## src/rtl/gpio_bank_pkg.sv

```systemverilog
package gpio_bank_pkg;
   localparam int unsigned WORD_W    = 32;
   localparam int unsigned MAX_BANKS = 4;
   localparam int unsigned IDX_W     = 9;

   typedef enum logic [2:0] {
      K_NONE, K_LEVEL, K_DIR, K_SET, K_CLR, K_AFLO, K_AFHI
   } reg_kind_e;

   typedef struct packed {
      logic      in_range;
      reg_kind_e kind;
      logic [1:0] bank;
   } reg_sel_t;

   // groups of three words in the low page; 4..6 are edge-related holes
   function automatic reg_kind_e grp_kind(input logic [2:0] g);
      case (g)
         3'd0:    return K_LEVEL;
         3'd1:    return K_DIR;
         3'd2:    return K_SET;
         3'd3:    return K_CLR;
         default: return K_NONE;
      endcase
   endfunction
endpackage

```

## src/rtl/gpio_ofs_decode.sv

```systemverilog
module gpio_ofs_decode
   import gpio_bank_pkg::*;
#(
   parameter int unsigned BANKS = 4
) (
   input  logic [IDX_W-1:0] word_idx,
   output reg_sel_t         sel
);
   logic [5:0] idx;
   logic [2:0] grp;
   logic [1:0] sub;
   logic [4:0] afo;

   always_comb begin
      idx = word_idx[5:0];
      grp = 3'(idx / 6'd3);
      sub = 2'(idx % 6'd3);
      afo = 5'(idx - 6'd21);
      sel.in_range = (word_idx[8:7] == 2'b00);
      sel.kind     = K_NONE;
      sel.bank     = 2'd0;
      if (!word_idx[6]) begin
         if (idx < 6'd21) begin
            sel.kind = grp_kind(grp);
            sel.bank = sub;
         end else if (idx < 6'd29) begin
            sel.kind = afo[0] ? K_AFHI : K_AFLO;
            sel.bank = afo[2:1];
         end
      end else if (idx < 6'd21 && sub == 2'd0) begin
         sel.kind = grp_kind(grp);
         sel.bank = 2'd3;
      end
      if (!sel.in_range || int'(sel.bank) >= int'(BANKS))
         sel.kind = K_NONE;
   end
endmodule

```

## src/rtl/gpio_pin_bank.sv

```systemverilog
module gpio_pin_bank #(
   parameter int unsigned W = 32
) (
   input  logic         clk,
   input  logic         rst_n,
   input  logic         wr_dir,
   input  logic         wr_set,
   input  logic         wr_clr,
   input  logic         wr_aflo,
   input  logic         wr_afhi,
   input  logic [W-1:0] wdata,
   input  logic [W-1:0] pin_in,
   output logic [W-1:0] dir_q,
   output logic [W-1:0] lat_q,
   output logic [W-1:0] setlast_q,
   output logic [W-1:0] aflo_q,
   output logic [W-1:0] afhi_q,
   output logic [W-1:0] level_o,
   output logic [W-1:0] pad_out,
   output logic [W-1:0] pad_oe
);
   always_ff @(posedge clk or negedge rst_n) begin
      if (!rst_n) begin
         dir_q     <= '0;
         lat_q     <= '0;
         setlast_q <= '0;
         aflo_q    <= '0;
         afhi_q    <= '0;
      end else begin
         if (wr_dir)  dir_q  <= wdata;
         if (wr_aflo) aflo_q <= wdata;
         if (wr_afhi) afhi_q <= wdata;
         if (wr_set) begin
            lat_q     <= lat_q | wdata;
            setlast_q <= wdata;
         end else if (wr_clr) begin
            lat_q <= lat_q & ~wdata;
         end
      end
   end

   assign level_o = (lat_q & dir_q) | (pin_in & ~dir_q);
   assign pad_out = lat_q & dir_q;
   assign pad_oe  = dir_q;


   set_or_chk: assert property (@(posedge clk) disable iff (!rst_n)
      wr_set |=> lat_q == ($past(lat_q) | $past(wdata)));

   clr_andn_chk: assert property (@(posedge clk) disable iff (!rst_n)
      wr_clr && !wr_set |=> lat_q == ($past(lat_q) & ~$past(wdata)));

   latch_hold_chk: assert property (@(posedge clk) disable iff (!rst_n)
      !(wr_set || wr_clr) |=> $stable(lat_q));
endmodule

```

## src/rtl/gpio_bank_ctrl.sv

```systemverilog
module gpio_bank_ctrl
   import gpio_bank_pkg::*;
#(
   parameter int unsigned BANKS        = 4,
   parameter logic [31:0] CLR_READ_VAL = 32'h0000_7A69,
   localparam int unsigned PINS        = BANKS * WORD_W
) (
   input  logic              clk,
   input  logic              rst_n,
   input  logic              req_valid,
   input  logic              req_write,
   input  logic [IDX_W-1:0]  req_word,
   input  logic [WORD_W-1:0] req_wdata,
   output logic              rsp_valid,
   output logic [WORD_W-1:0] rsp_rdata,
   output logic              rsp_err,
   input  logic [PINS-1:0]   pin_in,
   output logic [PINS-1:0]   pad_out,
   output logic [PINS-1:0]   pad_oe
);
   if (BANKS < 1 || BANKS > MAX_BANKS) begin : g_bad_banks
      $error("gpio_bank_ctrl: BANKS must be 1..4");
   end

   reg_sel_t sel;
   gpio_ofs_decode #(.BANKS(BANKS)) u_dec (.word_idx(req_word), .sel(sel));

   logic acc, wr_hit, rd_req;
   assign acc    = req_valid & sel.in_range;
   assign wr_hit = acc & req_write;
   assign rd_req = req_valid & ~req_write;

   logic [WORD_W-1:0] dir_a [MAX_BANKS];
   logic [WORD_W-1:0] lat_a [MAX_BANKS];
   logic [WORD_W-1:0] set_a [MAX_BANKS];
   logic [WORD_W-1:0] alo_a [MAX_BANKS];
   logic [WORD_W-1:0] ahi_a [MAX_BANKS];
   logic [WORD_W-1:0] lvl_a [MAX_BANKS];

   for (genvar b = 0; b < MAX_BANKS; b++) begin : g_bank
      if (b < BANKS) begin : g_live
         logic hit;
         assign hit = wr_hit && (sel.bank == 2'(b));
         gpio_pin_bank #(.W(WORD_W)) u_bank (
            .clk      (clk),
            .rst_n    (rst_n),
            .wr_dir   (hit && sel.kind == K_DIR),
            .wr_set   (hit && sel.kind == K_SET),
            .wr_clr   (hit && sel.kind == K_CLR),
            .wr_aflo  (hit && sel.kind == K_AFLO),
            .wr_afhi  (hit && sel.kind == K_AFHI),
            .wdata    (req_wdata),
            .pin_in   (pin_in[b*WORD_W +: WORD_W]),
            .dir_q    (dir_a[b]),
            .lat_q    (lat_a[b]),
            .setlast_q(set_a[b]),
            .aflo_q   (alo_a[b]),
            .afhi_q   (ahi_a[b]),
            .level_o  (lvl_a[b]),
            .pad_out  (pad_out[b*WORD_W +: WORD_W]),
            .pad_oe   (pad_oe[b*WORD_W +: WORD_W])
         );
      end else begin : g_absent
         assign dir_a[b] = '0;
         assign lat_a[b] = '0;
         assign set_a[b] = '0;
         assign alo_a[b] = '0;
         assign ahi_a[b] = '0;
         assign lvl_a[b] = '0;
      end
   end

   logic [WORD_W-1:0] rd_val, dir_sel, lat_sel;
   assign dir_sel = dir_a[sel.bank];
   assign lat_sel = lat_a[sel.bank];

   always_comb begin
      case (sel.kind)
         K_LEVEL: rd_val = lvl_a[sel.bank];
         K_DIR:   rd_val = dir_a[sel.bank];
         K_SET:   rd_val = set_a[sel.bank];
         K_CLR:   rd_val = CLR_READ_VAL;
         K_AFLO:  rd_val = alo_a[sel.bank];
         K_AFHI:  rd_val = ahi_a[sel.bank];
         default: rd_val = '0;
      endcase
   end

   always_ff @(posedge clk or negedge rst_n) begin
      if (!rst_n) begin
         rsp_valid <= 1'b0;
         rsp_rdata <= '0;
         rsp_err   <= 1'b0;
      end else begin
         rsp_valid <= rd_req;
         rsp_err   <= acc && sel.kind == K_NONE;
         if (rd_req) rsp_rdata <= rd_val;
      end
   end


   far_read_zero_chk: assert property (@(posedge clk) disable iff (!rst_n)
      rd_req && !sel.in_range |=> rsp_rdata == '0 && !rsp_err);

   err_follows_req_chk: assert property (@(posedge clk) disable iff (!rst_n)
      rsp_err |-> $past(req_valid));

   rsp_valid_timing_chk: assert property (@(posedge clk) disable iff (!rst_n)
      rsp_valid == $past(rd_req));

   level_merge_chk: assert property (@(posedge clk) disable iff (!rst_n)
      rd_req && sel.kind == K_LEVEL |=>
         ((rsp_rdata ^ $past(lat_sel)) & $past(dir_sel)) == '0);
endmodule

```

## config.mk

```make
export PLATFORM = sky130hd
export DESIGN_NAME = gpio_bank_ctrl
export DESIGN_NICKNAME = d
export VERILOG_FILES = /design/src/rtl/gpio_bank_pkg.sv /design/src/rtl/gpio_ofs_decode.sv /design/src/rtl/gpio_pin_bank.sv /design/src/rtl/gpio_bank_ctrl.sv
export SDC_FILE = /design/constraint.sdc
export NUM_CORES = 1
export LEC_CHECK = 0
export BUFFER_PORTS_ARGS = -buffer_cell sky130_fd_sc_hd__clkbuf_2
export CORE_UTILIZATION = 60
export CTS_BUF_LIST = sky130_fd_sc_hd__clkbuf_16
export DETAILED_ROUTE_END_ITERATION = 10
export PLACE_DENSITY = 0.95
export SLEW_MARGIN = 5
export SYNTH_ARGS = -nofsm -noshare
export SYNTH_HDL_FRONTEND = slang
export SYNTH_SLANG_ARGS = --single-unit
```

## constraint.sdc

```tcl
create_clock -name clk -period 2.6 [get_ports clk]
set_input_delay 0.78 -clock clk [delete_from_list [all_inputs] [get_ports clk]]
set_output_delay 0.78 -clock clk [all_outputs]
set_load 0.01 [all_outputs]
```

==> results, run 1 <==
- The I/O pin total is 463.
- The die span in x is 233 µm.
- For this run, asynchronously set or reset flops after synthesis account for between 90% and 100%.
- The number of buffers created by CTS is 61.
- The synthesized netlist occupies a cell area of 31900 µm².
- CTS built an H-tree with a depth of 2.
- Counting along the longest clock path gives a buffer depth of 3.
- The buffer cell driving the clock tree root is clkbuf_16.
- The number of clock sinks seen by CTS is 674.
- The synthesized design contains 674 register bits.
- Counting every net in the synthesized netlist gives 3015.
- The half-perimeter wire length of the detailed placement result is just under 90000 µm.
- In this run, synthesis inferred 0 flip-flops with an integrated enable.
- The flow stopped in global routing.
- The tool reported: "[ERROR GRT-0116] Global routing finished with congestion. Check the congestion regions in the DRC Viewer".
- The dominant synthesized flop cell is dfrtp_1.
- For this run, the total global-route usage over all layers was measured as 83.0%.
- The number of different library cells used by synthesis comes to 65.
- The fraction of post-synthesis cell area in the top cell type by area is 52.8%.
- The cell taking the most area after synthesis is dfrtp_1.
- The run stopped with a tool error.
- Sequential elements use ~53% of the synthesized area.
- The count of port buffers added during placement is about 460.
- Yosys printed 0 warnings.
- The number of global-route vias before repair is 42400.
- The die span in y is 233 µm.
- The first global-routing pass estimated around 320000 µm of wire.
- The hold buffer count at cts is 0.
- The post-synthesis area per instance is between 10 and 15 µm².
- The starting density of the core is between 60% and 70%.
- After floorplanning, the core was divided into between 80 and 90 placement rows.
- The synthesized netlist cell count is around 2800.
- The final estimated routing congestion in global placement is around 1.1.
- The remaining global-route overflow is between 300 and 400.
- The largest net degree at the start of global routing is around 100.
- By area the synthesized netlist is led by dfrtp_1 (53%), mux2_2 (16%), nand2_1 (3.8%).
## logic make-up after synthesis
logic type	synth area share (%)
muxes	16.3
adders and majority gates	0.235
AOI/OAI and AO/OA	16.7
xor gates and xnor gates	0.0823
buffers and inverters	4.74
DFF	52.8
and+or+nand+nor	9.07
## routing by layer
layer / global-route usage (%) / GRT overflow
met1: 80.8 / 47
met2: 92.3 / 127
met3: 81.1 / 50
met4: 72.9 / 108
met5: 75.6 / 8
## Yosys cell counts, types with 7 or more instances
cell type  count
a211o_1       44
a21boi_0       9
a21oi_1      175
a221o_1       10
a221oi_1      42
a222oi_1     103
a22o_1       129
a31oi_1       28
and2_1       132
and3_1         7
buf_1          9
buf_2         77
clkbuf_1     151
dfrtp_1      674
inv_1        119
mux2_2       442
mux2i_1       22
nand2_1      327
nand3_1       11
nor2_1        38
nor2b_1       22
nor3_1        38
o21ai_0       87
o22ai_1       15
o311a_1       16
o32a_1        14
or4_1          8
## timing repair
item | 4_1_cts
endpoints found under the setup margin | 673
cloned | 37
buffers inserted | 103
resized for setup | 376
pin swaps | 130
## stage by stage
stage	setup WS, ns	TNS, ns	util, %	instances	area, µm²
3_5_place_dp	-2.68	-1567.06	71.2	4049	37400
3_3_place_gp	-2.50	-1432.57	71.2	4049	37400
4_1_cts	-1.86	-1071.28	81.0	4292	42600
2_1_floorplan	-2.19	-1318.78	-	2836	32300
==> run 2: changes to the inputs <==
CORE_UTILIZATION = 40   (was 60)
CTS_BUF_LIST = not set   (was sky130_fd_sc_hd__clkbuf_16)
PLACE_DENSITY = not set   (was 0.95)
PLACE_DENSITY_LB_ADDON = 0.15   (was not set)
==> run 2 against run 1 <==
  * The flow now finishes, with violations (design-rule violations, negative setup slack)
  * Synthesized cell count unchanged
  * Area after synthesis unchanged
==> results, run 2 <==
- Result of the run: complete, but fails checks (was did not finish).
- The final reports fail on design-rule violations, negative setup slack.
- The initial antenna violation count is 4.
- The library cells used most frequently in the layout, excluding fill and tap cells, are dfrtp_1 (674), clkbuf_2 (459), mux2_2 (336).
- The die span in x is 285 µm (was 233 µm).
- The number of rows created at floorplan is 103 (was 84).
- The finished layout holds 4713 standard cells, fillers aside.
- The source of the critical timing path is req_word[5].
- The maximum level of the CTS H-tree is 3 (was 2).
- The number of pins with negative max-slew slack in the final report is 0.
- The total DRC errors in the routed layout is 1.
- For this design the static power due to leakage is 21.3 nW.
- Leading post-synthesis cells by instance count: dfrtp_1 (674), mux2_2 (442), nand2_1 (327) (unchanged).
- The detail route stage leaves a number of antenna-violating nets equal to 0.
- The total instance count after detailed placement came to 4445 (was 4049).
- The share of the yosys chip area belonging to registers came to 52.8% (unchanged).
- The worst ir drop on vdd is approximately 0.00039 V.
- The routed length per instance is ~30 µm.
- In this run the worst path has a maximum fanout of 10.
- The dominant synthesized flop cell is dfrtp_1 (unchanged).
- The number of global-route vias before repair is approximately 27000.
- The type of the most critical hold path is primary input to async pin.
- The via count is approximately 28000.
- Clock-pin slew was measured on the worst setup and hold paths at ~0.060 ns.
- The share of flip-flops with an asynchronous set or reset after synthesis is 100% (unchanged).
- For this block, the routed nets add up to ~140000 µm of wire.
- Leaving out fill and tap cells, the most frequent cell in the layout is dfrtp_1.
- After global routing the overflow that remains totals 0.
- The half-perimeter wire length of the detailed placement result is 96400 µm (was 89200 µm).
- The share of the clock period used by the worst path is 177%.
- The count of maximum capacitance violations is 0.
- The final estimated routing congestion in global placement was 0.978 (was 1.09).
- The net load switching power is between 6 and 7 mW.
- The start-to-end type of the worst setup path is primary input to flip-flop.
- The number of flops mapped to enable cells by yosys was 0 (unchanged).
- The worst pin sits at a relative slew slack of about half.
- The distinct cell type count of the synthesized netlist is 65 (unchanged).
- The area growth from synthesis to layout is 38.2%.
- The number of synthesized register bits is 674 (unchanged).
- The cell area after synthesis is 31900 µm² (unchanged).
- In the routed layout, each cell is associated on average with a via count of around 6.
- The count of port buffers added during placement came to 462 (unchanged).
- The all-layer global routing usage is between 30% and 40%.
- The clock latency at the later pin of the worst-skew pair is approximately 0.62 ns.
- Of the total power, combinational logic draws about 15%.
- The deepest clock path buffer count is 3 (unchanged).
- The critical path endpoint category is a flip-flop.
- The die span in y is 285 µm (was 233 µm).
- In the final timing run, aggregate negative setup slack is -1171.30 ns.
- Setup violations remaining at the end of the flow were counted as approximately 670.
- The number of clock sinks seen by CTS is 674 (unchanged).
- The first detailed-routing pass took 11 iterations.
- The synthesized netlist cell count is 2836 (unchanged).
- The largest net degree at the start of global routing is 91.
- The wire length of the first global-routing pass is between 150000 and 200000 µm.
- The end-of-flow core utilization is a little under three fifths.
- The number of buffers created by CTS is 75 (was 61).
- The power density of the placed cells is 573 nW/µm².
- STA puts the critical path data required time at between 3 and 4 ns.
- The die covers just over 80000 µm².
- The net count after synthesis is 3015 (unchanged).
- Setup repair after global routing could not meet its margin everywhere.
- The Yosys warning count is 0 (unchanged).
- The CTS tree is done.
- The cell taking the most area after synthesis is dfrtp_1 (unchanged).
- The share of total power dissipated in the clock network is roughly 42%.
- The worst hold slack is 0.102 ns.
- The most frequent cell after synthesis is dfrtp_1 (unchanged).
- Leading post-synthesis cells by cell area: dfrtp_1 (53%), mux2_2 (16%), nand2_1 (3.8%) (unchanged).
- The final worst clock skew is approximately 0.018 ns.
- Timing would allow up to ~0.22 GHz.
- The area of the core is approximately 79000 µm².
- Setup slack on the critical path of the routed design comes to -2.00 ns.
- The final layout net count is 3789.
- Data arrives at the worst endpoint at between 5 and 6 ns.
- The proportion of total power due to net switching is a little over a quarter.
- The iteration-0 DRC count of the detailed router is about 3400.
- Cell internal power was estimated by the tool at ~18 mW.
- The maximum single-stage delay on the critical path is between 0.4 and 0.5 ns.
- The I/O pin total is 463 (unchanged).
- The buffer cell driving the clock tree root is clkbuf_16 (unchanged).
- The hold buffer count at cts is 0 (unchanged).
- The final-report hold violation count is 0.
- The share of cells above drive strength 1 is ~44%.
- The transition time at the pin with the least slew margin is 0.773 ns.
- The starting density of the core is 40.4% (was 60.8%).
- STA classifies the critical path startpoint as a primary input.
- In this run the critical register-to-register path is launched from g_bank[3].g_live.u_bank.dir_q[31]$_DFFE_PN0P_.
- The largest individual stage delay along the critical path comes from the cell or4_1.
- The post-synthesis area per instance is 11.3 µm² (unchanged).
- The fraction of post-synthesis cell area in the top cell type by area is 52.8% (unchanged).
- Sequential cells account for between 40 and 50% of the total power.
- The time the worst path needs with I/O delays and setup is 4.60 ns.
==> run 2: cells by family (layout without fill, tap and decap cells) <==
| group | after synthesis | after routing | synth area share [%] |
|---|---|---|---|
| compound gates | 715 | 715 | 16.7 |
| flops | 674 | 674 | 52.8 |
| simple gates | 608 | 608 | 9.07 |
| mux | 466 | 466 | 16.3 |
| buf+inv | 364 | 1189 | 4.74 |
| fa+ha+maj | 6 | 6 | 0.235 |
| xor+xnor | 3 | 3 | 0.0823 |
| other cells | 0 | 2 | 0 |
==> run 2: final timing paths <==
path | endpoint | slack [ns] | cells past startpoint
worst max-delay path | rsp_rdata[30]$_DFFE_PN0P_ | -2.00 | 27
worst min-delay path | g_bank[2].g_live.u_bank.dir_q[15]$_DFFE_PN0P_ | 0.10 | 1
worst max register to register | rsp_rdata[31]$_DFFE_PN0P_ | 0.54 | 5
worst min register to register | flip-flop | 0.49 | 1
max in group asynchronous | async pin | 1.55 | 2
min in group clk | flip-flop | 0.49 | 1
==> run 2: through the flow <==
stage / area (µm²) / worst slack, ns / total power [mW]
floorplan: 32300 / -2.19 / 12.1
global placement: 38300 / -2.79 / 13.9
detailed placement: 38300 / -2.84 / 13.9
CTS: 42800 / -1.88 / 25.1
global route: 44100 / -2.18 / 26.0
finish: 44100 / -2.00 / 25.3
==> run 2: cell type report <==
class                      instances  area, µm²
fill                            6702      34900
antenna                            2       5.00
inverter                         119        462
sequential                       674      16900
clock buffer                     105       2180
tap                             1050       1310
timing repair buffer             942       8170
clock inverter                    23        259
multi-input combinational       1798      14900
==> run 2: what timing repair did <==
item / CTS / global route
cloned: 20 / 16
pin swaps: 77 / 86
setup endpoints to repair: 673 / 673
gates resized for setup: 183 / 168
buffers inserted: 75 / 45
==> run 2: critical path: cells and delay by family <==
kind | cells | cell delay, ns
and+or+nand+nor | 7 | 1.13
adders and majority gates | 3 | 0.52
buffers and inverters | 7 | 0.91
AOI/OAI and AO/OA | 10 | 1.77
==> run 2: power by group through the flow <==
stage                     sequential [mW]  clock (mW)  combinational (mW)
after floorplan                      11.0           0                1.15
after global placement               11.0           0                2.91
after detailed placement             11.0           0                2.93
after CTS                            10.8        10.8                3.42
after global routing                 10.8        11.2                3.94
final                                10.8        10.7                3.79
==> run 2: per-layer routing <==
layer / track usage, % / routed length, µm
met4: 8.82 / 3820
met1: 47.7 / 60600
met5: 0 / 8
met2: 49.3 / 61900
met3: 9.37 / 14800
Note: power is estimated with default switching activity, not from simulation.
==> run 3: changes to the inputs <==
==> constraint.sdc (replaced) <==
create_clock -name clk -period 2.6 [get_ports clk]
set_input_delay 0.26 -clock clk [delete_from_list [all_inputs] [get_ports clk]]
set_output_delay 0.26 -clock clk [all_outputs]
set_load 0.01 [all_outputs]
==> run 3 against run 2 <==
  * Sequential cell count unchanged
  * Clock power increased by 8%
  * Register-to-register slack got worse by 0.05 ns
  * Core utilization grew 0.35 points
  * Highest routed layer is now met4
  * Worst hold slack improved by 0.036 ns
  * The flow finishes with violations (negative setup slack)
  * Cell area rose by 0.62%
  * Wire length up 3.0%
==> results, run 3 (same netlist as run 2, synthesis figures left out) <==
- The number of buffers created by CTS is 78 (was 75).
- The critical path endpoint category is a flip-flop (unchanged).
- The via count is 28800 (was 28400).
- The wire length of the first global-routing pass is 201000 µm (was 197000 µm).
- The total DRC errors in the routed layout is 0 (was 1).
- Highest-count cells in the layout ignoring fill and taps: dfrtp_1 (674), clkbuf_2 (459), mux2_2 (332) (was dfrtp_1 (674), clkbuf_2 (459), mux2_2 (336)).
- The iteration-0 DRC count of the detailed router is 3622 (was 3442).
- The power density of the placed cells is 590 nW/µm² (was 573 nW/µm²).
- The number of clock sinks seen by CTS is 674 (unchanged).
- The placed instance area is 38300 µm² (about the same).
- The final estimated routing congestion in global placement is 0.966 (was 0.978).
- The endpoint of the lowest-slack register-to-register path is rsp_rdata[0]$_DFFE_PN0P_ (was rsp_rdata[31]$_DFFE_PN0P_).
- The final-report hold violation count is 0 (unchanged).
- The die span in y was 285 µm (unchanged).
- The transition time at the pin with the least slew margin is 0.778 ns (was 0.773 ns).
- The count of port buffers added during placement was 462 (unchanged).
- The leakage power of the design is 21.3 nW (about the same).
- The clock latency at the later pin of the worst-skew pair is 0.63 ns (was 0.62 ns).
- The time the worst path needs with I/O delays and setup was 4.04 ns (was 4.60 ns).
- The sequential cell area in the final layout is 16900 µm² (unchanged).
- The maximum level of the CTS H-tree is 3 (unchanged).
- The count of antenna-violating nets left after detailed routing is 0 (unchanged).
- The required arrival time at the worst endpoint is 3.12 ns (was 3.10 ns).
- The starting density of the core was 40.4% (unchanged).
- The routed length per instance is 30.8 µm (was 29.9 µm).
- The full die area came to 81000 µm² (unchanged).
- The clock-pin slew on the worst setup and hold paths is 0.06 ns (about the same).
- The number of filler cells placed in the layout is 6676 (was 6702).
- The count of maximum capacitance violations came to 0 (unchanged).
- The final worst clock skew was 0.0192 ns (was 0.0178 ns).
- The average vias per placed instance is 6.10 (was 6.03).
- The type of the most critical hold path is primary input to flip-flop (was primary input to async pin).
- The worst hold slack came to 0.138 ns (was 0.102 ns).
- The pre-CTS setup slack is -2.24 ns (was -2.84 ns).
- The maximum net fanout on the critical path is 16 (was 10).
- The maximum single-stage delay on the critical path is 0.49 ns (was 0.41 ns).
- The half-perimeter wire length of the detailed placement result is 95300 µm (was 96400 µm).
- The remaining global-route overflow was 0 (unchanged).
- The number of pins with negative max-slew slack in the final report is 0 (unchanged).
- The non-filler instance count after layout was 4718 (was 4713).
- The logic depth of the worst register-to-register path is 6 (was 5).
- The source of the critical timing path is req_word[5] (unchanged).
- The worst setup path endpoint is rsp_rdata[14]$_DFFE_PN0P_ (was rsp_rdata[30]$_DFFE_PN0P_).
- The CTS tree was done (unchanged).
- The number of iterations in the first detailed-routing pass came to 10 (was 11).
- The deepest clock path buffer count is 3 (unchanged).
- The arrival time reported for the critical path endpoint came to 4.56 ns (was 5.10 ns).
- The initial antenna violation count is 3 (was 4).
- The die span in x is 285 µm (unchanged).
- Result of the run: complete, but fails checks (unchanged).
- The worst slew margin relative to its limit was 48.2% (was 48.5%).
- The number of global-route vias before repair is 27600 (was 27400).
- The setup slack of the most critical reg-to-reg path is 0.49 ns (was 0.54 ns).
- The setup-violating endpoint count in the final report is 673 (unchanged).
- The largest net degree at the start of global routing came to 93 (was 91).
- The share of cells above drive strength 1 was 45.1% (was 44.3%).
- The worst setup margin came to -1.44 ns (was -2.00 ns).
- The buffer cell driving the clock tree root is clkbuf_16 (unchanged).
- The worst ir drop on vdd is 0.000494 V (was 0.000385 V).
- Failing checks: negative setup slack (was design-rule violations, negative setup slack).
- The I/O pin total came to 463 (unchanged).
- RSZ-0062 raised after global routing: yes (unchanged).
- The number of rows created at floorplan is 103 (unchanged).
- The start-to-end type of the worst setup path is primary input to flip-flop (unchanged).
- The total length of routed wires came to 145000 µm (was 141000 µm).
- The area of the core is 79000 µm² (unchanged).
- The total instance count after detailed placement is 4449 (was 4445).
- The share of the clock period used by the worst path is 156% (was 177%).
- The launch instance of the worst register-to-register path is g_bank[0].g_live.u_bank.dir_q[0]$_DFFE_PN0P_ (was g_bank[3].g_live.u_bank.dir_q[31]$_DFFE_PN0P_).
- The cell at the slowest stage of the critical path is a222oi_1 (was or4_1).
- The most common library cell in the layout ignoring fill and taps is dfrtp_1 (unchanged).
- The fmax is 0.247 GHz (was 0.217 GHz).
- The end-of-flow core utilization is 56.2% (was 55.9%).
- The area of the multi-input gates is 15000 µm² (was 14900 µm²).
- The final cell area excluding filler cells is 44400 µm² (was 44100 µm²).
- The all-layer global routing usage is 33.8% (was 33.3%).
- The startpoint type of the worst setup path was a primary input (unchanged).
- The area growth from synthesis to layout was 39.0% (was 38.2%).
- The final layout net count came to 3788 (was 3789).
run 3: cell types whose count changed in the layout (fill, tap and decap cells not counted), sizes merged:
cell / delta
buf: -9
bufinv: +5
clkinvlp: +3
inv: -1
bufbuf: +2
dlygate4sd3: +2
clkbuf: +9
clkinv: -6
run 3: worst min path at each step:
stage	cells after the start	start	slack (ns)	end
global placement	1	rst_n	0.24	async pin
floorplan	0	rst_n	-0.04	async pin
detailed placement	1	rst_n	0.24	async pin
global route	4	pin_in[112]	0.18	rsp_rdata[16]$_DFFE_PN0P_
finish	4	pin_in[16]	0.14	rsp_rdata[16]$_DFFE_PN0P_
CTS	4	pin_in[112]	0.11	rsp_rdata[16]$_DFFE_PN0P_
run 3: layout make-up:
cell class / instances / share of cell area (%)
flip-flops and latches: 674 / 38.0
well taps: 1050 / 2.96
repair buffers: 938 / 18.2
clock inverters: 24 / 0.953
inverters: 119 / 1.04
clock buffers: 113 / 5.08
multi-input cells: 1798 / 33.7
diodes: 2 / 0.0113
run 3: critical path: cells and delay by family:
kind            cells  cell delay [ns]
fa+ha+maj           3             0.51
buf+inv             6             0.74
simple gates        8             1.26
compound gates      8             1.75
run 3: metrics by stage:
stage / TNS (ns) / power (mW)
global route: -838.26 / 26.8
global placement: -1229.84 / 13.9
CTS: -685.63 / 26.0
finish: -750.36 / 26.2
detailed placement: -1252.50 / 13.9
floorplan: -968.82 / 12.1
run 3: timing repair:
| action | in CTS | in global routing |
|---|---|---|
| cloned | 20 | 20 |
| setup endpoints to repair | 673 | 673 |
| hold buffers | 2 | 0 |
| endpoints found under the hold margin | 35 | 0 |
| buffers inserted | 62 | 47 |
| gates resized for setup | 184 | 229 |
| pin swaps | 75 | 96 |
run 3: power breakdown:
| group | switching, mW | internal (mW) | leakage (nW) | total [mW] |
|---|---|---|---|---|
| clock | 4.67 | 6.94 | 1.30 | 11.6 |
| combinational | 2.23 | 1.53 | 11.1 | 3.76 |
| sequential | 0.164 | 10.6 | 8.96 | 10.8 |
run 3: layer usage:
metal	track usage, %	wire, µm
met3	5.80	13900
met1	50.8	63400
met5	0	0
met4	7.84	3520
met2	50.5	64500
